File: src/rtl/clkdiv_enc_pkg.sv
`timescale 1ns / 1ps
package clkdiv_enc_pkg;

  // Width of the ratio select code.
  localparam int unsigned CODE_W   = 3;
  // Largest half period, in input cycles (ratio 16 -> 8).
  localparam int unsigned MAX_HALF = 8;
  localparam int unsigned HALF_W   = $clog2(MAX_HALF) + 1;

  // Active divider configuration.
  typedef struct packed {
    logic              byp;   // ratio 1: clock passed through
    logic [HALF_W-1:0] half;  // half period length for even ratios
  } cfg_t;

  // Lower code half: 2 << sel; upper half: 1 << sel, with sel 0 meaning bypass.
  function automatic cfg_t decode_code(input logic [CODE_W-1:0] c);
    cfg_t       r;
    logic [1:0] sel;
    sel = c[1:0];
    r.byp = c[CODE_W-1] && (sel == 2'd0);
    if (!c[CODE_W-1]) begin
      r.half = HALF_W'(1) << sel;
    end else if (sel == 2'd0) begin
      r.half = HALF_W'(1);
    end else begin
      r.half = HALF_W'(1) << (sel - 2'd1);
    end
    return r;
  endfunction

endpackage

File: src/rtl/clkdiv_enc_decode.sv
`timescale 1ns / 1ps
module clkdiv_enc_decode
  import clkdiv_enc_pkg::*;
(
  input  logic [CODE_W-1:0] code_i,
  output cfg_t              cfg_o
);

  always_comb begin
    cfg_o = decode_code(code_i);
  end

endmodule

File: src/rtl/clkdiv_enc_core.sv
`timescale 1ns / 1ps
module clkdiv_enc_core
  import clkdiv_enc_pkg::*;
(
  input  logic              clk,
  input  logic              mr,
  input  cfg_t              dec_cfg_i,
  output cfg_t              act_cfg_o,
  output logic [HALF_W-1:0] cnt_o,
  output logic              div_q_o,
  output logic              div_nxt_o,
  output logic              run_o
);

  cfg_t              cfg_q,  cfg_n;
  logic [HALF_W-1:0] cnt_q,  cnt_n;
  logic              div_q,  div_n;
  logic              run_q,  run_n;
  logic              last_cycle;

  assign last_cycle = (cnt_q == (cfg_q.half - HALF_W'(1)));

  always_comb begin
    cfg_n = cfg_q;
    cnt_n = cnt_q;
    div_n = div_q;
    run_n = run_q;
    if (mr) begin
      // Held idle; keep adopting the code so it is live at release.
      cfg_n = dec_cfg_i;
      cnt_n = '0;
      div_n = 1'b0;
      run_n = 1'b0;
    end else begin
      run_n = 1'b1;
      if (cfg_q.byp) begin
        // Pass-through: every input period is a boundary.
        cfg_n = dec_cfg_i;
        cnt_n = '0;
        div_n = 1'b0;
      end else if (last_cycle) begin
        cnt_n = '0;
        div_n = ~div_q;
        // Falling toggle closes a full period: reload here only.
        if (div_q) begin
          cfg_n = dec_cfg_i;
        end
      end else begin
        cnt_n = cnt_q + HALF_W'(1);
      end
    end
  end

  always_ff @(posedge clk) begin
    cfg_q <= cfg_n;
    cnt_q <= cnt_n;
    div_q <= div_n;
    run_q <= run_n;
  end

  assign act_cfg_o = cfg_q;
  assign cnt_o     = cnt_q;
  assign div_q_o   = div_q;
  assign div_nxt_o = div_n;
  assign run_o     = run_q;

endmodule

File: src/rtl/clkdiv_enc_bypass_gate.sv
`timescale 1ns / 1ps
module clkdiv_enc_bypass_gate (
  input  logic clk,
  input  logic byp_i,
  input  logic run_i,
  output logic gate_o
);

  // Updated while the clock is low so the AND gate never chops a high phase.
  logic gate_q;

  always_ff @(negedge clk) begin
    gate_q <= byp_i & run_i;
  end

  assign gate_o = gate_q;

endmodule

File: src/rtl/clkdiv_enc_outstage.sv
`timescale 1ns / 1ps
module clkdiv_enc_outstage #(
  parameter int NUM_CH = 2
) (
  input  logic              clk,
  input  logic              gate_i,
  input  logic              div_nxt_i,
  output logic [NUM_CH-1:0] out_p,
  output logic [NUM_CH-1:0] out_n
);

  logic [NUM_CH-1:0] ch_q;

  for (genvar i = 0; i < NUM_CH; i++) begin : g_ch
    // One flop per channel keeps the fan-out local to each output pair.
    always_ff @(posedge clk) begin
      ch_q[i] <= div_nxt_i;
    end
    // Divider flop is low whenever the gate is open, so OR is glitch free.
    assign out_p[i] = (clk & gate_i) | ch_q[i];
    assign out_n[i] = ~out_p[i];
  end

endmodule

File: src/rtl/clkdiv_enc.sv
`timescale 1ns / 1ps
module clkdiv_enc
  import clkdiv_enc_pkg::*;
#(
  parameter int NUM_CH = 2
) (
  input  logic              clk_in,
  input  logic              mr,
  input  logic [CODE_W-1:0] div_code,
  output logic [NUM_CH-1:0] out_p,
  output logic [NUM_CH-1:0] out_n
);

  cfg_t              dec_cfg;
  cfg_t              act_cfg;
  logic [HALF_W-1:0] cnt_q;
  logic              div_q;
  logic              div_nxt;
  logic              run_q;
  logic              gate;

  clkdiv_enc_decode u_decode (
    .code_i (div_code),
    .cfg_o  (dec_cfg)
  );

  clkdiv_enc_core u_core (
    .clk       (clk_in),
    .mr        (mr),
    .dec_cfg_i (dec_cfg),
    .act_cfg_o (act_cfg),
    .cnt_o     (cnt_q),
    .div_q_o   (div_q),
    .div_nxt_o (div_nxt),
    .run_o     (run_q)
  );

  clkdiv_enc_bypass_gate u_gate (
    .clk    (clk_in),
    .byp_i  (act_cfg.byp),
    .run_i  (run_q),
    .gate_o (gate)
  );

  clkdiv_enc_outstage #(
    .NUM_CH (NUM_CH)
  ) u_out (
    .clk       (clk_in),
    .gate_i    (gate),
    .div_nxt_i (div_nxt),
    .out_p     (out_p),
    .out_n     (out_n)
  );

endmodule

File: config.mk
export PLATFORM = sky130hd
export DESIGN_NAME = clkdiv_enc
export DESIGN_NICKNAME = d
export VERILOG_FILES = /design/src/rtl/clkdiv_enc_pkg.sv /design/src/rtl/clkdiv_enc_decode.sv /design/src/rtl/clkdiv_enc_core.sv /design/src/rtl/clkdiv_enc_bypass_gate.sv /design/src/rtl/clkdiv_enc_outstage.sv /design/src/rtl/clkdiv_enc.sv
export SDC_FILE = /design/constraint.sdc
export NUM_CORES = 1
export LEC_CHECK = 0
export BUFFER_PORTS_ARGS = -buffer_cell sky130_fd_sc_hd__buf_2
export CELL_PAD_IN_SITES_DETAIL_PLACEMENT = 0
export CELL_PAD_IN_SITES_GLOBAL_PLACEMENT = 1
export CORE_MARGIN = 3
export CORE_UTILIZATION = 40
export CTS_BUF_LIST = sky130_fd_sc_hd__clkbuf_8
export CTS_CLUSTER_DIAMETER = 30
export DETAILED_ROUTE_END_ITERATION = 6
export GPL_ROUTABILITY_DRIVEN = 0
export PLACE_DENSITY = 0.82
export SLEW_MARGIN = 15
export SYNTH_ARGS = -nofsm -noshare
export SYNTH_HDL_FRONTEND = slang
export SYNTH_HIERARCHICAL = 1
export SYNTH_SLANG_ARGS = --single-unit
File: constraint.sdc
create_clock -name clk_in -period 1.75 [get_ports clk_in]
set_input_delay 0.35 -clock clk_in [delete_from_list [all_inputs] [get_ports clk_in]]
set_output_delay 0.35 -clock clk_in [all_outputs]
set_load 0.02 [all_outputs]
Word level (Yosys, flattened, before mapping)
Cells that the tools add are included.

storage, ports and cells
  bits in registers = 12
  bits of input ports = 5
  output and inout port bits = 4
  word-level logic and storage cells = 31

operators by class
  add/subtract/negate cells = 3
  equality and inequality tests = 1
  shifts and indexed selects = 2
  multiplexer cells = 7
  bitwise logic cells = 5
  reductions and logical operators = 7

operators with widths
  kind                 count
  $mux 5               4
  $mux 4               2
  $shl 1x2->4 const A  2
  $reduce_bool 3->1    2
  $add 4x1->4 const B  1
  $eq 4x4->1           1
  $sub 4x1->4 const B  1
  $reduce_or 3->1      1
  $and 1x1->1          2
  $logic_not 2->1      1
  $not 1->1            2
  $reduce_and 2->1     1
  $reduce_or 2->1      1
  $sub 2x1->2 const B  1
  $logic_and 1x1->1    1
  $mux 1               1
  $or 1x1->1           1

Longest topological paths before layout
  depth after elaboration = 8
  gate-level depth with buffers = 6

By module
Netlist, hierarchy kept.

modules (own cells, without submodules)
  module                  instances  cells an instance  area an instance (um^2)  seq. area each (um^2)
  clkdiv_enc_core         1          45                 528.0                    260.2
  clkdiv_enc_decode       1          9                  52.6                     0.0
  clkdiv_enc_outstage     1          5                  47.5                     20.0
  clkdiv_enc_bypass_gate  1          3                  30.0                     20.0

==> results.cfg <==
[hold_path]
whs_endpoint = u_core/run_o
hp-start = mr
whs_path_depth = 2
min_path_type = primary input to flop

[power_and_ir_drop]
leakage_nw = 0.448
power_density_nw_per_um2 = 1320
irDropWorstVdd_mv = 0.992
finalPower_mw = 1.36

[logic_synthesis]
yosysSeqAreaShare = 0.456
yosys_warnings = 6
synth_area_leaders = dfxtp_1 (27%), edfxtp_1 (18%), xnor2_1 (6.7%)
avgSynthCellArea_um2 = 10.6
synthCells = 62
synth_area_um2 = 658
synth_area_leader_cell = dfxtp_1
synth-seq-cells = 13
yosysTopAreaCellShare = 0.274
synth_fp_nets = 69
synth_cell_types = 26

[detailed_routing]
drc_errors = 0
drt_iter0_markers = 9
drt_pre_antenna_iters = 4
avgViaCountPerCell = 4.97
vias = 512
drt-total-wl_mm = 1.34
detail_route.wl_per_cell_um = 13.0
ant_nets = 0

[global_routing]
gr-usage-met3 = 0.137
grt_max_degree = 8
track_usage = 0.172
grt_pass1_wl_mm = 2.48
grt_overflow = 0
grtUsageMet1 = 0.171
top_usage_layer = met2
grt_pass1_vias = 576
antenna_found_initial = 0
use_met2 = 0.209

[clocking]
clkSlewWorstSetupHoldPaths_ns = 0.05
hold_buffers = 0
clock_latency_ns = 0.42
cts_tree = done

[floorplan]
initial_core_util = 0.432
row_count = 14
core-area_um2 = 1520
io_pins = 9
die_area_um2 = 2170
die_w_um = 46.6
fp.dieH_um = 46.6

[run_status]
status = complete, but fails checks
violations = setup timing

[timing]
rsz0062_at_grt = true
skew_ns = 0.0768
tightest_slew_ns = 0.455
slew_viol_final = 0
final-hold-violation-count = 0
finalWorstSetupSlack_ns = -0.682
setup_tns_ns = -2.60
setup_viol = 4
relSlewSlack = 0.695

[setup_path]
critPathKind = flop to output port
required_ns = 1.40
reg2reg_to = u_core/act_cfg_o[1]
critPathMaxFanout = 2
r2r_slack_ns = 0.11
critPathCaptureType = output port
critPathArrivalTime_ns = 2.08
timing.rr.start = u_core/act_cfg_o[0]
worstRegToRegCells = 6
crit_path_start_kind = flop

[place]
portBuffers = 8
dp.final_hpwl_um = 749

[layout]
fin_nets = 94
fillers = 119
most-common-layout-cells = clkbuf_8 (14), dfxtp_1 (8), nor3_1 (5)
syn_to_final_growth_pct = 57.0
final_core_util = 0.678
drive_gt1_frac = 0.506
final_common_cell = clkbuf_8
antennaDiodeCount = 0

[job]
drv_cap = 0
Yosys cell counts:
cell type,count
and2_1,2
a21o_1,1
edfxtp_1,4
xor2_1,2
or2_2,1
xnor2_1,5
buf_2,1
nand2b_1,1
xor3_1,1
nor3_4,1
and3_2,1
a21oi_1,2
and2_4,1
dfxtp_1,9
nor2b_1,5
nand3_1,2
nor2_1,2
inv_1,6
nor3_1,5
buf_4,2
ha_1,2
o21ai_2,1
a31oi_4,1
nand2_1,2
nor3b_2,1
o22ai_1,1
critical path, cell delays in order, from the launching register on:
cell and delay (ns):
dfxtp_2 0.33, a21o_4 0.21, clkbuf_8 0.13, buf_6 0.12
cell type report:
class	instances	area (um^2)	area share
tap	16	20.0	0.0194
sequential	13	302	0.292
clock inverter	3	12.5	0.0121
timing repair buffer	8	66.3	0.0642
clock buffer	18	234	0.226
inverter	5	18.8	0.0182
multi-input combinational	40	380	0.368
sequential cells by signal, indices dropped and copies added (netlist names):
register	count
u_core/cnt_o	4
u_gate/gate_o	1
u_core/div_q_o	1
u_core/run_o	1
u_core/act_cfg_o	5
u_out/ch_q	1
stage by stage:
step | instance area (um^2) | setup slack (ns) | cells | hold slack, ns
2_1_floorplan | 682 | -0.165 | 62 | 0.407
3_3_place_gp | 761 | -0.138 | 87 | 0.513
3_5_place_dp | 761 | -0.142 | 87 | 0.515
4_1_cts | 983 | -0.695 | 103 | 0.165
5_1_grt | 1030 | -0.715 | 103 | 0.174
6_report | 1030 | -0.682 | 103 | 0.171
where the power goes:
part           switching [mW]  internal (mW)
Combinational          0.0750         0.0961
Clock                   0.262          0.564
Sequential             0.0267          0.337
worst max-delay path by stage:
stage	start	to	slack [ns]	cells past startpoint
detailed placement	u_gate/gate_o	out_p[0]	-0.14	2
finish	u_gate/gate_o	out_p[1]	-0.68	3
CTS	u_gate/gate_o	out_p[1]	-0.70	3
floorplan	u_gate/gate_o	out_n[1]	-0.16	2
global placement	u_gate/gate_o	out_p[0]	-0.14	2
global route	u_gate/gate_o	out_p[1]	-0.71	3
metal layers:
layer / part of all wire / routed length [um]
met2: 0.47 / 628
met3: 0.093 / 125
met4: 0.060 / 81
met5: 0 / 0
met1: 0.38 / 504
cell families after synthesis:
logic type | share of synthesized area
simple gates | 0.230
compound gates | 0.0818
flops | 0.456
fa+ha+maj | 0.0380
xor+xnor | 0.129
buf+inv | 0.0646
what timing repair did:
action	in CTS	in global routing
setup endpoints to repair	16	19
gates resized for setup	7	10
setup buffers	0	0
pin swaps	3	3
No activity file was read; power rests on OpenSTA's default activity.
